File: src/rtl/vdiv_pkg.sv
// Shared types for the vertical divider.
// Assumes nothing beyond a 2-bit mode encoding seen at the top port.
package vdiv_pkg;
    typedef enum logic [1:0] {
        VD_SEARCH   = 2'd0,
        VD_NARROW   = 2'd1,
        VD_QUALIFY  = 2'd2,
        VD_STANDARD = 2'd3
    } vd_mode_e;
endpackage

File: src/rtl/vdiv_window.sv
// Window decoder: from the mode and the half-line count, decides whether
// the delayed sync pulse is accepted (hit) and whether the field ends (fire).
// Assumes sync_i is already delayed by half a line and is one clock wide.
module vdiv_window
    import vdiv_pkg::*;
#(
    parameter int CNT_W   = 10,
    parameter int HL_MIN  = 488,
    parameter int HL_MAX  = 576,
    parameter int NAR_LO  = 522,
    parameter int NAR_HI  = 528,
    parameter int NORM    = 525
) (
    input  vd_mode_e           mode_i,
    input  logic [CNT_W-1:0]   count_i,
    input  logic               sync_i,
    input  logic               no_signal_i,
    output logic               hit_o,
    output logic               fire_o
);
    localparam logic [CNT_W-1:0] K_SMIN = CNT_W'(HL_MIN);
    localparam logic [CNT_W-1:0] K_SMAX = CNT_W'(HL_MAX);
    localparam logic [CNT_W-1:0] K_NLO  = CNT_W'(NAR_LO);
    localparam logic [CNT_W-1:0] K_NHI  = CNT_W'(NAR_HI);
    localparam logic [CNT_W-1:0] K_NORM = CNT_W'(NORM);

    logic [CNT_W-1:0] lo, hi, lim;

    // Select acceptance bounds and restart limit for the current mode.
    always_comb begin
        case (mode_i)
            VD_SEARCH: begin
                lo  = K_SMIN;
                hi  = K_SMAX;
                lim = no_signal_i ? K_NHI : K_SMAX;
            end
            VD_STANDARD: begin
                lo  = K_NORM;
                hi  = K_NORM;
                lim = K_NORM;
            end
            default: begin
                lo  = K_NLO;
                hi  = K_NHI;
                lim = K_NHI;
            end
        endcase
    end

    // Accept a pulse inside the window; end the field on a hit or at the limit.
    assign hit_o  = sync_i && (count_i >= lo) && (count_i <= hi);
    assign fire_o = hit_o || (count_i >= lim);
endmodule

File: src/rtl/vdiv_count.sv
// Half-line counter: advances every clock, restarts on fire, latches the
// ratio of the finished field and emits a one-clock restart strobe.
// Assumes fire_i arrives no later than the largest allowed count.
module vdiv_count #(
    parameter int CNT_W  = 10,
    parameter int HL_MAX = 576
) (
    input  logic             clk,
    input  logic             rst_n,
    input  logic             fire_i,
    output logic [CNT_W-1:0] count_o,
    output logic [CNT_W-1:0] ratio_o,
    output logic             strobe_o
);
    localparam logic [CNT_W-1:0] K_SMAX = CNT_W'(HL_MAX);

    // Count half-lines, restart and capture the field ratio.
    always_ff @(posedge clk) begin
        if (!rst_n) begin
            count_o  <= '0;
            ratio_o  <= '0;
            strobe_o <= 1'b0;
        end else begin
            strobe_o <= fire_i;
            if (fire_i) begin
                count_o <= '0;
                ratio_o <= count_o;
            end else begin
                count_o <= count_o + 1'b1;
            end
        end
    end

    assert_strobe_at_zero_R1: assert property (@(posedge clk) disable iff (!rst_n)
        strobe_o |-> count_o == '0);
    assert_count_step_R1: assert property (@(posedge clk) disable iff (!rst_n)
        $past(rst_n) && !strobe_o |-> count_o == $past(count_o) + 1'b1);
    assert_ratio_hold_R1: assert property (@(posedge clk) disable iff (!rst_n)
        $past(rst_n) && !strobe_o |-> $stable(ratio_o));
    assert_count_bound_R3: assert property (@(posedge clk) disable iff (!rst_n)
        count_o <= K_SMAX);
endmodule

File: src/rtl/vdiv_lock.sv
// Lock controller: the mode state machine and the saturating up/down lock
// counter. Acts on field ends (fire/hit) and on the force conditions.
// Assumes count_i is the count of the field that is ending when fire_i is high.
module vdiv_lock
    import vdiv_pkg::*;
#(
    parameter int CNT_W       = 10,
    parameter int LOCK_W      = 4,
    parameter int NAR_LO      = 522,
    parameter int NAR_HI      = 528,
    parameter int NORM        = 525,
    parameter int BLANK_END   = 34,
    parameter int SEARCH_LOCK = 12,
    parameter int STD_LOCK    = 14,
    parameter int STD_DROP    = 10
) (
    input  logic             clk,
    input  logic             rst_n,
    input  logic             fire_i,
    input  logic             hit_i,
    input  logic             sync_i,
    input  logic [CNT_W-1:0] count_i,
    input  logic [CNT_W-1:0] last_ratio_i,
    input  logic             no_signal_i,
    input  logic             force_wide_i,
    output vd_mode_e         mode_o
);
    localparam logic [CNT_W-1:0]  K_NLO  = CNT_W'(NAR_LO);
    localparam logic [CNT_W-1:0]  K_NHI  = CNT_W'(NAR_HI);
    localparam logic [CNT_W-1:0]  K_NORM = CNT_W'(NORM);
    localparam logic [CNT_W-1:0]  K_BEND = CNT_W'(BLANK_END);
    localparam logic [LOCK_W-1:0] K_SRCH = LOCK_W'(SEARCH_LOCK);
    localparam logic [LOCK_W-1:0] K_STD  = LOCK_W'(STD_LOCK);
    localparam logic [LOCK_W-1:0] K_DROP = LOCK_W'(STD_DROP);

    vd_mode_e          mode_q, mode_n;
    logic [LOCK_W-1:0] cnt_q, cnt_n, cnt_inc, cnt_dec, sat_n;
    logic              is_norm, reblank;

    assign cnt_inc = cnt_q + 1'b1;
    assign cnt_dec = (cnt_q == '0) ? '0 : cnt_q - 1'b1;
    assign is_norm = (count_i == K_NORM);
    assign reblank = no_signal_i && sync_i && (count_i <= K_BEND) && (last_ratio_i == K_NHI);

    // Next mode and lock count from the field outcome.
    always_comb begin
        mode_n = mode_q;
        cnt_n  = cnt_q;
        sat_n  = (cnt_q >= K_SRCH) ? K_SRCH : cnt_inc;
        if (force_wide_i || reblank) begin
            mode_n = VD_SEARCH;
            cnt_n  = '0;
        end else if (fire_i) begin
            case (mode_q)
                VD_SEARCH: begin
                    if (hit_i) begin
                        if (cnt_inc >= K_SRCH) begin
                            mode_n = is_norm ? VD_QUALIFY : VD_NARROW;
                            cnt_n  = is_norm ? '0 : K_SRCH;
                        end else begin
                            cnt_n = cnt_inc;
                        end
                    end else begin
                        cnt_n = cnt_dec;
                    end
                end
                VD_NARROW: begin
                    if (hit_i) begin
                        if (sat_n == K_SRCH && is_norm) begin
                            mode_n = VD_QUALIFY;
                            cnt_n  = '0;
                        end else begin
                            cnt_n = sat_n;
                        end
                    end else if (cnt_q <= 1) begin
                        mode_n = VD_SEARCH;
                        cnt_n  = '0;
                    end else begin
                        cnt_n = cnt_dec;
                    end
                end
                VD_QUALIFY: begin
                    if (hit_i && is_norm) begin
                        if (cnt_inc >= K_STD) begin
                            mode_n = VD_STANDARD;
                            cnt_n  = K_STD;
                        end else begin
                            cnt_n = cnt_inc;
                        end
                    end else if (cnt_q == '0) begin
                        mode_n = VD_SEARCH;
                    end else begin
                        cnt_n = cnt_dec;
                    end
                end
                default: begin
                    if (hit_i) begin
                        cnt_n = (cnt_q >= K_STD) ? K_STD : cnt_inc;
                    end else if (cnt_dec <= K_DROP) begin
                        mode_n = VD_SEARCH;
                        cnt_n  = '0;
                    end else begin
                        cnt_n = cnt_dec;
                    end
                end
            endcase
        end
    end

    // Register mode and lock count.
    always_ff @(posedge clk) begin
        if (!rst_n) begin
            mode_q <= VD_SEARCH;
            cnt_q  <= '0;
        end else begin
            mode_q <= mode_n;
            cnt_q  <= cnt_n;
        end
    end

    assign mode_o = mode_q;

    assert_narrow_window_R4: assert property (@(posedge clk) disable iff (!rst_n)
        (mode_q == VD_NARROW || mode_q == VD_QUALIFY) && fire_i
        |-> count_i >= K_NLO && count_i <= K_NHI);
    assert_standard_fixed_R8: assert property (@(posedge clk) disable iff (!rst_n)
        mode_q == VD_STANDARD && fire_i |-> count_i == K_NORM);
    assert_lock_bound_R5: assert property (@(posedge clk) disable iff (!rst_n)
        cnt_q <= K_STD);
    assert_wide_bound_R5: assert property (@(posedge clk) disable iff (!rst_n)
        (mode_q == VD_SEARCH || mode_q == VD_NARROW) |-> cnt_q <= K_SRCH);
    assert_force_search_R13: assert property (@(posedge clk) disable iff (!rst_n)
        force_wide_i |=> mode_q == VD_SEARCH && cnt_q == '0);
endmodule

File: src/rtl/vsync_divider.sv
// Top: windowed synchronized vertical divider. Delays the sync strobe by
// half a line, then joins the window decoder, half-line counter and lock
// controller. Assumes all inputs are synchronous to clk.
module vsync_divider
    import vdiv_pkg::*;
#(
    parameter int HL_MIN      = 488,
    parameter int HL_MAX      = 576,
    parameter int NAR_LO      = 522,
    parameter int NAR_HI      = 528,
    parameter int NORM        = 525,
    parameter int BLANK_END   = 34,
    parameter int SEARCH_LOCK = 12,
    parameter int STD_LOCK    = 14,
    parameter int STD_DROP    = 10,
    localparam int CNT_W      = $clog2(HL_MAX + 1),
    localparam int LOCK_W     = $clog2(STD_LOCK + 2)
) (
    input  logic             clk,
    input  logic             rst_n,
    input  logic             vsync_i,
    input  logic             no_signal_i,
    input  logic             force_wide_i,
    output logic [CNT_W-1:0] count_o,
    output logic [1:0]       mode_o,
    output logic             div_reset_o,
    output logic [CNT_W-1:0] ratio_o
);
    logic     sync_q, hit, fire;
    vd_mode_e mode;

    // Half-line delay of the separated sync strobe.
    always_ff @(posedge clk) begin
        if (!rst_n) sync_q <= 1'b0;
        else        sync_q <= vsync_i;
    end

    vdiv_window #(
        .CNT_W(CNT_W), .HL_MIN(HL_MIN), .HL_MAX(HL_MAX),
        .NAR_LO(NAR_LO), .NAR_HI(NAR_HI), .NORM(NORM)
    ) u_window (
        .mode_i(mode), .count_i(count_o), .sync_i(sync_q),
        .no_signal_i(no_signal_i), .hit_o(hit), .fire_o(fire)
    );

    vdiv_count #(.CNT_W(CNT_W), .HL_MAX(HL_MAX)) u_count (
        .clk(clk), .rst_n(rst_n), .fire_i(fire),
        .count_o(count_o), .ratio_o(ratio_o), .strobe_o(div_reset_o)
    );

    vdiv_lock #(
        .CNT_W(CNT_W), .LOCK_W(LOCK_W), .NAR_LO(NAR_LO), .NAR_HI(NAR_HI),
        .NORM(NORM), .BLANK_END(BLANK_END), .SEARCH_LOCK(SEARCH_LOCK),
        .STD_LOCK(STD_LOCK), .STD_DROP(STD_DROP)
    ) u_lock (
        .clk(clk), .rst_n(rst_n), .fire_i(fire), .hit_i(hit), .sync_i(sync_q),
        .count_i(count_o), .last_ratio_i(ratio_o), .no_signal_i(no_signal_i),
        .force_wide_i(force_wide_i), .mode_o(mode)
    );

    assign mode_o = mode;
endmodule

File: config.mk
export PLATFORM = sky130hd
export DESIGN_NAME = vsync_divider
export DESIGN_NICKNAME = d
export VERILOG_FILES = /design/src/rtl/vdiv_pkg.sv /design/src/rtl/vdiv_window.sv /design/src/rtl/vdiv_count.sv /design/src/rtl/vdiv_lock.sv /design/src/rtl/vsync_divider.sv
export SDC_FILE = /design/constraint.sdc
export NUM_CORES = 1
export LEC_CHECK = 0
export BUFFER_PORTS_ARGS = -buffer_cell sky130_fd_sc_hd__clkbuf_2
export CAP_MARGIN = 20
export CORE_ASPECT_RATIO = 0.6
export CORE_MARGIN = 2
export CORE_UTILIZATION = 45
export DETAILED_ROUTE_END_ITERATION = 12
export PLACE_DENSITY_LB_ADDON = 0.08
export SLEW_MARGIN = 20
export SYNTH_ARGS = -nofsm -noshare
export SYNTH_HDL_FRONTEND = slang
export SYNTH_SLANG_ARGS = --single-unit
File: constraint.sdc
create_clock -name clk -period 2.6 [get_ports clk]
set_input_delay 0.52 -clock clk [delete_from_list [all_inputs] [get_ports clk]]
set_output_delay 0.52 -clock clk [all_outputs]
set_load 0.1 [all_outputs]
==> out/qor.txt, run 1 <==
CTS HTree Levels -> 1
worst-margin pin slew -> 0.543 ns
Power Total -> 0.000871 W
Worst-path clk slew -> 0.10 ns
area occupied by multi-input gates -> 1730 um2
Syn Nets -> 290
HPWL Detailed -> 4.68 mm
GRT Total Usage -> 0.240
ys async rst share -> 0
Post-synth EDFFs -> 0
CP max FO -> 4
vias in the first global route -> 1,913
die area -> 5430 um2
Core Footprint -> 4610 um2
family with the most delay on the worst path -> simple AND/OR/NAND/NOR gates
CP startpoint -> u_lock.mode_o[0]
DP Cell Count -> 363
Setup crit start kind -> flip-flop
Leak Pwr -> 1.19 nW
first-pass GRT wire length -> 10.1 mm
#FFs+latches synth -> 28
Highest Clock Rate -> 0.380 GHz
Antenna diodes -> 0
largest net degree at the start of global routing -> 17
# nets final -> 339
R2R Path End -> u_lock.cnt_q[0]
WP data arrival -> 2.79 ns
Max-slew headroom -> 0.639
cts bufs inserted -> 3
Hold Fails Final Rpt -> 0
vias per cell -> 5.70
I/O Buffers -> 27
root buffer cell -> clkbuf_8
unrepaired setup endpoints after global routing -> yes
met3 usage -> 0.0689
Syn-to-layout area delta -> 31.2%
Sink Count -> 28
met1 usage -> 0.396
Warnings, synthesis -> 0
Hold WS -> 0.446 ns
1st-iter DRT viols -> 174
Starting Density -> 0.472
Final Worst Setup Slack -> -0.0326 ns
synth unique cells -> 55
hold crit path type -> in2reg
Max VDD drop -> 0.331 mV
die width -> 93.8 um
Crit-path slowest cell -> mux4_2
CP Data Required Time -> 2.76 ns
Mapped Avg Cell Area -> 8.31 um2
ANT nets after route -> 0
endpoints failing setup -> 1
deepest clock path buffer count -> 2
Tmin final -> 2.63 ns
number of cells on the critical path -> 12
Die H -> 57.9 um
r2r worst-path depth -> 12
Clk Latency, worst-skew pair -> 0.28 ns
max_cap viols -> 0
fillers -> 407
DRT Pass-1 Iters -> 4
Mapped Area -> 2180 um2
crit end category -> flip-flop
Main synth FF type -> dfxtp_1
Critical Path, Cell by Cell -> inv_6 -> ha_4 -> inv_4 -> ha_4 -> and4b_1 -> a211oi_2 -> nand2_1 -> o211ai_2 -> and2_4 -> mux4_2 -> a21oi_2 -> a211oi_2
GR peak layer -> met1
vias -> 2,126
buffers and inverters on the worst path -> 2
drt total wl -> 6.38 mm
Final Skew -> 0.00684 ns
Critical Path Max Stage Delay -> 0.50 ns
fin cells -> 373
drt drc -> 0
IO Count -> 28
failing checks -> setup timing
setup tns final -> -0.0326 ns
grt met2 use -> 0.299
worst r2r src -> u_lock.mode_o[0]
max-slew violation count -> 0
GP Congestion -> 0.914
status -> finished, violations left
post-synthesis cell count -> 262
commonest cells after routing, fill and taps aside -> 27 x nor2_1, 27 x clkbuf_2, 20 x buf_4, 18 x nand2_1, 17 x dfxtp_1
R2R Setup Slk -> -0.03 ns
Worst Setup EP -> u_lock.cnt_q[0]
wire per inst -> 17.1 um
row cnt -> 19
Worst Path Class, Setup -> reg2reg
register area share after synthesis -> 0.257
total gr overflow -> 0
period utilisation layout -> 1.01
fraction of layout cells with a size suffix above 1 -> 0.358
pwr dens -> 305 nW/um2
number of antenna violations at the first check in global routing -> 0
CTS tree -> done
Reg area -> 579 um2
state kept, by name, indices dropped and copies added, names as in the netlist:
signal,cells
u_count.ratio_o,10
u_lock.cnt_q,4
u_lock.mode_o,2
u_count.strobe_o,1
sync_q,1
u_count.count_o,10
synth_stat cells (3+ instances only):
cell type	count	area (um2)
nor2_1	27	101
xnor2_1	3	26.3
nand4_1	3	18.8
o211ai_1	3	22.5
o22ai_1	3	18.8
dfxtp_1	28	561
a211oi_1	4	30.0
nand3b_1	3	22.5
o21ai_0	9	45.0
nand3_1	9	45.0
and2_1	4	25.0
ha_1	23	288
nand2b_1	5	31.3
nor2b_1	13	81.3
o31ai_1	6	45.0
nand2_1	18	67.6
xor2_1	5	43.8
nor3_1	9	45.0
inv_1	11	41.3
nor4_1	3	18.8
mux2i_1	11	110
nand4b_1	3	26.3
a21oi_1	11	55.1
a21oi_2	3	26.3
o31a_1	3	26.3
a21o_1	4	30.0
where the power goes:
part           switching (W)  internal, W  total [W]
clock               0.000135     0.000206   0.000341
sequential        0.00000983     0.000432   0.000442
combinational      0.0000619    0.0000261  0.0000881
logic make-up (layout without fill, tap and decap cells):
kind of cell,after synthesis,in the layout,share of synthesized area
compound gates,62,62,0.205
xor+xnor,8,8,0.0322
fa+ha+maj,23,23,0.132
buf+inv,20,68,0.0459
flops,28,28,0.257
mux,13,13,0.0661
simple gates,108,108,0.261
stage by stage:
stage                     setup slack, ns  cell area, um2  utilization
after floorplan                    -0.172            2260            -
after global placement            -0.0662            2550        0.554
after detailed placement          -0.0812            2550        0.554
after CTS                          0.0222            2690        0.583
after global routing               -0.110            2860        0.620
final                             -0.0326            2860        0.620
metal layers:
| metal | up-vias | wire length (um) |
|---|---|---|
| li1 | 1048 | - |
| met1 | 1003 | 3430 |
| met2 | 71 | 2430 |
| met3 | 4 | 468 |
| met4 | 0 | 48 |
| met5 | - | 0 |
how the worst min path moves through the flow:
stage,from,slack (ns),endpoint,cells past startpoint
after floorplan,u_lock.cnt_q[1],0.49,u_lock.cnt_q[1],2
after global placement,u_count.ratio_o[8],0.53,u_count.ratio_o[8],2
after detailed placement,u_count.ratio_o[8],0.54,u_count.ratio_o[8],2
after CTS,vsync_i,0.44,sync_q,2
after global routing,vsync_i,0.43,sync_q,2
final,vsync_i,0.45,sync_q,2
final cells by class:
class	count	share of cell area
multi-input cells	214	0.604
flip-flops and latches	28	0.203
repair buffers	52	0.120
well taps	63	0.0276
inverters	12	0.0210
clock buffers	3	0.0144
clock inverters	1	0.0105
what timing repair did:
item,4_1_cts,5_1_grt
buffers inserted,4,2
hold buffers,0,0
pin swaps,6,11
cloned,0,0
resized for setup,4,28
endpoints found under the setup margin,2,26
Power figures use the tool's default switching activity.
==> run 2: changes to the inputs <==
--- a/config.mk
+++ b/config.mk
@@ -11,8 +11,9 @@
 export CORE_MARGIN = 2
 export CORE_UTILIZATION = 45
 export DETAILED_ROUTE_END_ITERATION = 12
-export PLACE_DENSITY_LB_ADDON = 0.08
+export PLACE_DENSITY = 0.75
 export SLEW_MARGIN = 20
 export SYNTH_ARGS = -nofsm -noshare
 export SYNTH_HDL_FRONTEND = slang
+export SYNTH_HIERARCHICAL = 1
 export SYNTH_SLANG_ARGS = --single-unit
==> run 2 against run 1 <==
Against the previous run:
- the flow still finishes with violations (setup timing)
- global-route usage up 0.89 points
- critical path type unchanged
- final cell count grew 8.0%
- clock skew is 0.0025 ns lower
- first-iteration DRC count up 31%
- sequential share of layout area is 0.96 points lower
- utilization grew 2.5 points
==> out/qor.txt, run 2 <==
largest net degree at the start of global routing -> 18 (+1)
Syn-to-layout area delta -> 34.1%
Hold WS -> 0.435 ns (-0.0103 ns)
fin cells -> 403 (+8.0%)
Sink Count -> 28 (unchanged)
Setup crit start kind -> flip-flop
Leak Pwr -> 1.22 nW (+2.6%)
most frequent cells after synthesis -> 28 x dfxtp_1, 24 x a21oi_1, 24 x ha_1, 18 x nor2_1, 18 x o21ai_0
Antenna diodes -> 0 (unchanged)
deepest clock path buffer count -> 2 (unchanged)
Worst Path Class, Setup -> reg2reg
ANT nets after route -> 0 (unchanged)
I/O Buffers -> 27 (unchanged)
largest registers -> u_count/count_o (10), u_count/ratio_o (10), u_lock/cnt_q (4)
hold_buf cts -> 0 (unchanged)
vias in the first global route -> 2,145 (+12%)
max_cap viols -> 0 (unchanged)
worst r2r src -> u_lock/mode_o[0]
Max-slew headroom -> 0.572 (-0.0671)
period utilisation layout -> 1.15 (+0.140)
failing checks -> setup timing
setup tns final -> -3.80 ns (-3.77 ns)
Syn Nets -> 304 (+4.8%)
vias per cell -> 5.95 (+4.3%)
Pint -> 0.000637 W (-4.2%)
Final Worst Setup Slack -> -0.398 ns (-0.365 ns)
IO Count -> 28 (unchanged)
hold_sp -> vsync_i
endpoints failing setup -> 18 (+17)
1st-iter DRT viols -> 228 (+31%)
Mapped Area -> 2250 um2 (+3.4%)
vias -> 2,396 (+13%)
Switching Share -> 0.258 (+0.0208)
cts bufs inserted -> 3 (unchanged)
WP data arrival -> 3.21 ns (+0.42 ns)
number of antenna violations at the first check in global routing -> 0 (unchanged)
# nets final -> 370 (+9.1%)
hold crit path type -> in2reg
r2r worst-path depth -> 12 (unchanged)
Highest Clock Rate -> 0.334 GHz (-12%)
#FFs+latches synth -> 28 (unchanged)
status -> finished, violations left
Synth area leader -> dfxtp_1
pwr dens -> 284 nW/um2 (-6.8%)
Worst Hold Depth -> 2 (unchanged)
Comb power frac -> 0.123 (+0.022)
commonest cells after routing, fill and taps aside -> 37 x buf_4, 27 x clkbuf_2, 20 x a21oi_1, 18 x ha_1, 17 x nor2_1
Tmin final -> 3.00 ns (+0.365 ns)
Max VDD drop -> 0.339 mV (+2.4%)
Worst Hold End -> sync_q
post-synth top area share -> 0.249 (-0.00843)
crit end category -> flip-flop
Main synth FF type -> dfxtp_1
Die H -> 58.8 um (+1.6%)
drt total wl -> 6.86 mm (+7.5%)
CTS HTree Levels -> 1 (unchanged)
first-pass GRT wire length -> 10.7 mm (+5.5%)
Clk Latency, worst-skew pair -> 0.28 ns (about the same)
register area share after synthesis -> 0.249 (-0.00843)
Sw Pwr -> 0.000221 W (+7.1%)
total gr overflow -> 0 (unchanged)
post-synthesis cell count -> 275 (+5.0%)
die area -> 5610 um2 (+3.2%)
Warnings, synthesis -> 6 (+6)
worst-margin pin slew -> 0.641 ns (+0.0975 ns)
GRT Total Usage -> 0.249 (+0.00895)
CTS tree -> done
main area contributors after synthesis -> dfxtp_1 25%, ha_1 13%, a21oi_1 5.3%
R2R Path End -> u_lock/mode_o[1]
dpl cell area -> 2750 um2 (+7.7%)
Worst-path clk slew -> 0.11 ns (about the same)
synth unique cells -> 59 (+7.3%)
wire per inst -> 17.0 um (-0.49%)
Hold Fails Final Rpt -> 0 (unchanged)
commonest non-fill, non-tap cell in the layout -> buf_4
R2R Setup Slk -> -0.40 ns (-0.37 ns)
Post-synth EDFFs -> 0 (unchanged)
row cnt -> 19 (unchanged)
Mapped Avg Cell Area -> 8.19 um2 (-1.5%)
fraction of layout cells with a size suffix above 1 -> 0.359 (+0.000759)
post-route cell area -> 3020 um2 (+5.6%)
DRT Pass-1 Iters -> 5 (+1)
Final Skew -> 0.00435 ns (-0.00249 ns)
Core Footprint -> 4680 um2 (+1.5%)
CP Data Required Time -> 2.81 ns (+0.05 ns)
HPWL Detailed -> 4.90 mm (+4.8%)
CP max FO -> 5 (+1)
most numerous cell in the Yosys netlist -> dfxtp_1
clock group share of total power -> 0.369 (-0.022)
max-slew violation count -> 0 (unchanged)
Flop pwr share -> 0.508 (about the same)
unrepaired setup endpoints after global routing -> yes
GP Congestion -> 1.04 (+14%)
DP Cell Count -> 390 (+7.4%)
Starting Density -> 0.481 (+0.00857)
drt drc -> 0 (unchanged)
ys async rst share -> 0 (unchanged)
die width -> 95.3 um (+1.6%)
root buffer cell -> clkbuf_8
## run 2: cell types whose count changed in the layout (fill, tap and decap cells not counted), sizes merged, moves of 3 or more
cell	change
o22ai	-3
nand3b	-3
o21ai	+8
nor2	-10
a221oi	+3
nand2	-5
or4	+4
a21oi	+10
inv	+6
xor2	-3
buf	+19
## run 2: worst max path at each step
stage	start	to	cells after the start
2_1_floorplan	u_lock/mode_o[0]	u_lock/mode_o[0]	12
5_1_grt	u_lock/mode_o[0]	u_lock/cnt_q[2]	14
3_5_place_dp	u_lock/mode_o[0]	u_lock/mode_o[0]	13
4_1_cts	u_lock/mode_o[0]	u_lock/mode_o[0]	12
6_report	u_lock/mode_o[0]	u_lock/mode_o[1]	12
3_3_place_gp	u_lock/mode_o[0]	u_lock/cnt_q[0]	14
## run 2: through the flow
stage,util,total power [W],setup WS [ns]
detailed placement,0.588,0.000545,-0.231
floorplan,-,0.000514,-0.262
finish,0.645,0.000858,-0.398
global placement,0.588,0.000544,-0.278
CTS,0.628,0.000856,-0.267
global route,0.645,0.000883,-0.424
## run 2: logic make-up after synthesis
family / count (synthesis) / share of synthesized area
compound gates: 78 / 0.227
xor+xnor: 4 / 0.0156
fa+ha+maj: 24 / 0.133
buf+inv: 28 / 0.0528
flops: 28 / 0.249
mux: 12 / 0.0533
simple gates: 101 / 0.269
## run 2: what timing repair did
action,4_1_cts,5_1_grt
resized for setup,15,21
setup endpoints to repair,22,27
pin swaps,10,11
cloned,1,0
setup buffers,8,2
## run 2: final cells by class
cell class	count	area, um2
well taps	63	78.8
flip-flops and latches	28	583
fillers	378	1660
clock buffers	4	66.3
inverters	18	77.6
repair buffers	71	504
multi-input cells	219	1710
## run 2: worst max-delay path: stages, from the launching register on
cell and delay, ns:
dfxtp_4 0.40, ha_2 0.20, inv_1 0.06, ha_1 0.34
a211oi_1 0.31, o211a_1 0.24, o32a_1 0.26, buf_4 0.14
a21o_1 0.16, buf_4 0.13, nand4b_1 0.12, or4_1 0.42
a21oi_1 0.13
## run 2: power by group through the flow
stage,registers [W],logic [W],clock network [W]
final,0.000436,0.000106,0.000316
after global routing,0.000437,0.000111,0.000335
after CTS,0.000436,0.000100,0.000320
after detailed placement,0.000446,0.0000990,0
after global placement,0.000446,0.0000980,0
after floorplan,0.000481,0.0000331,0
## run 2: routing by layer
metal	track usage	part of all wire	vias up
met5	0	0	-
met2	0.346	0.40	124
li1	-	-	1151
met1	0.380	0.50	1115
met3	0.0679	0.093	6
met4	0.0497	0.0058	0
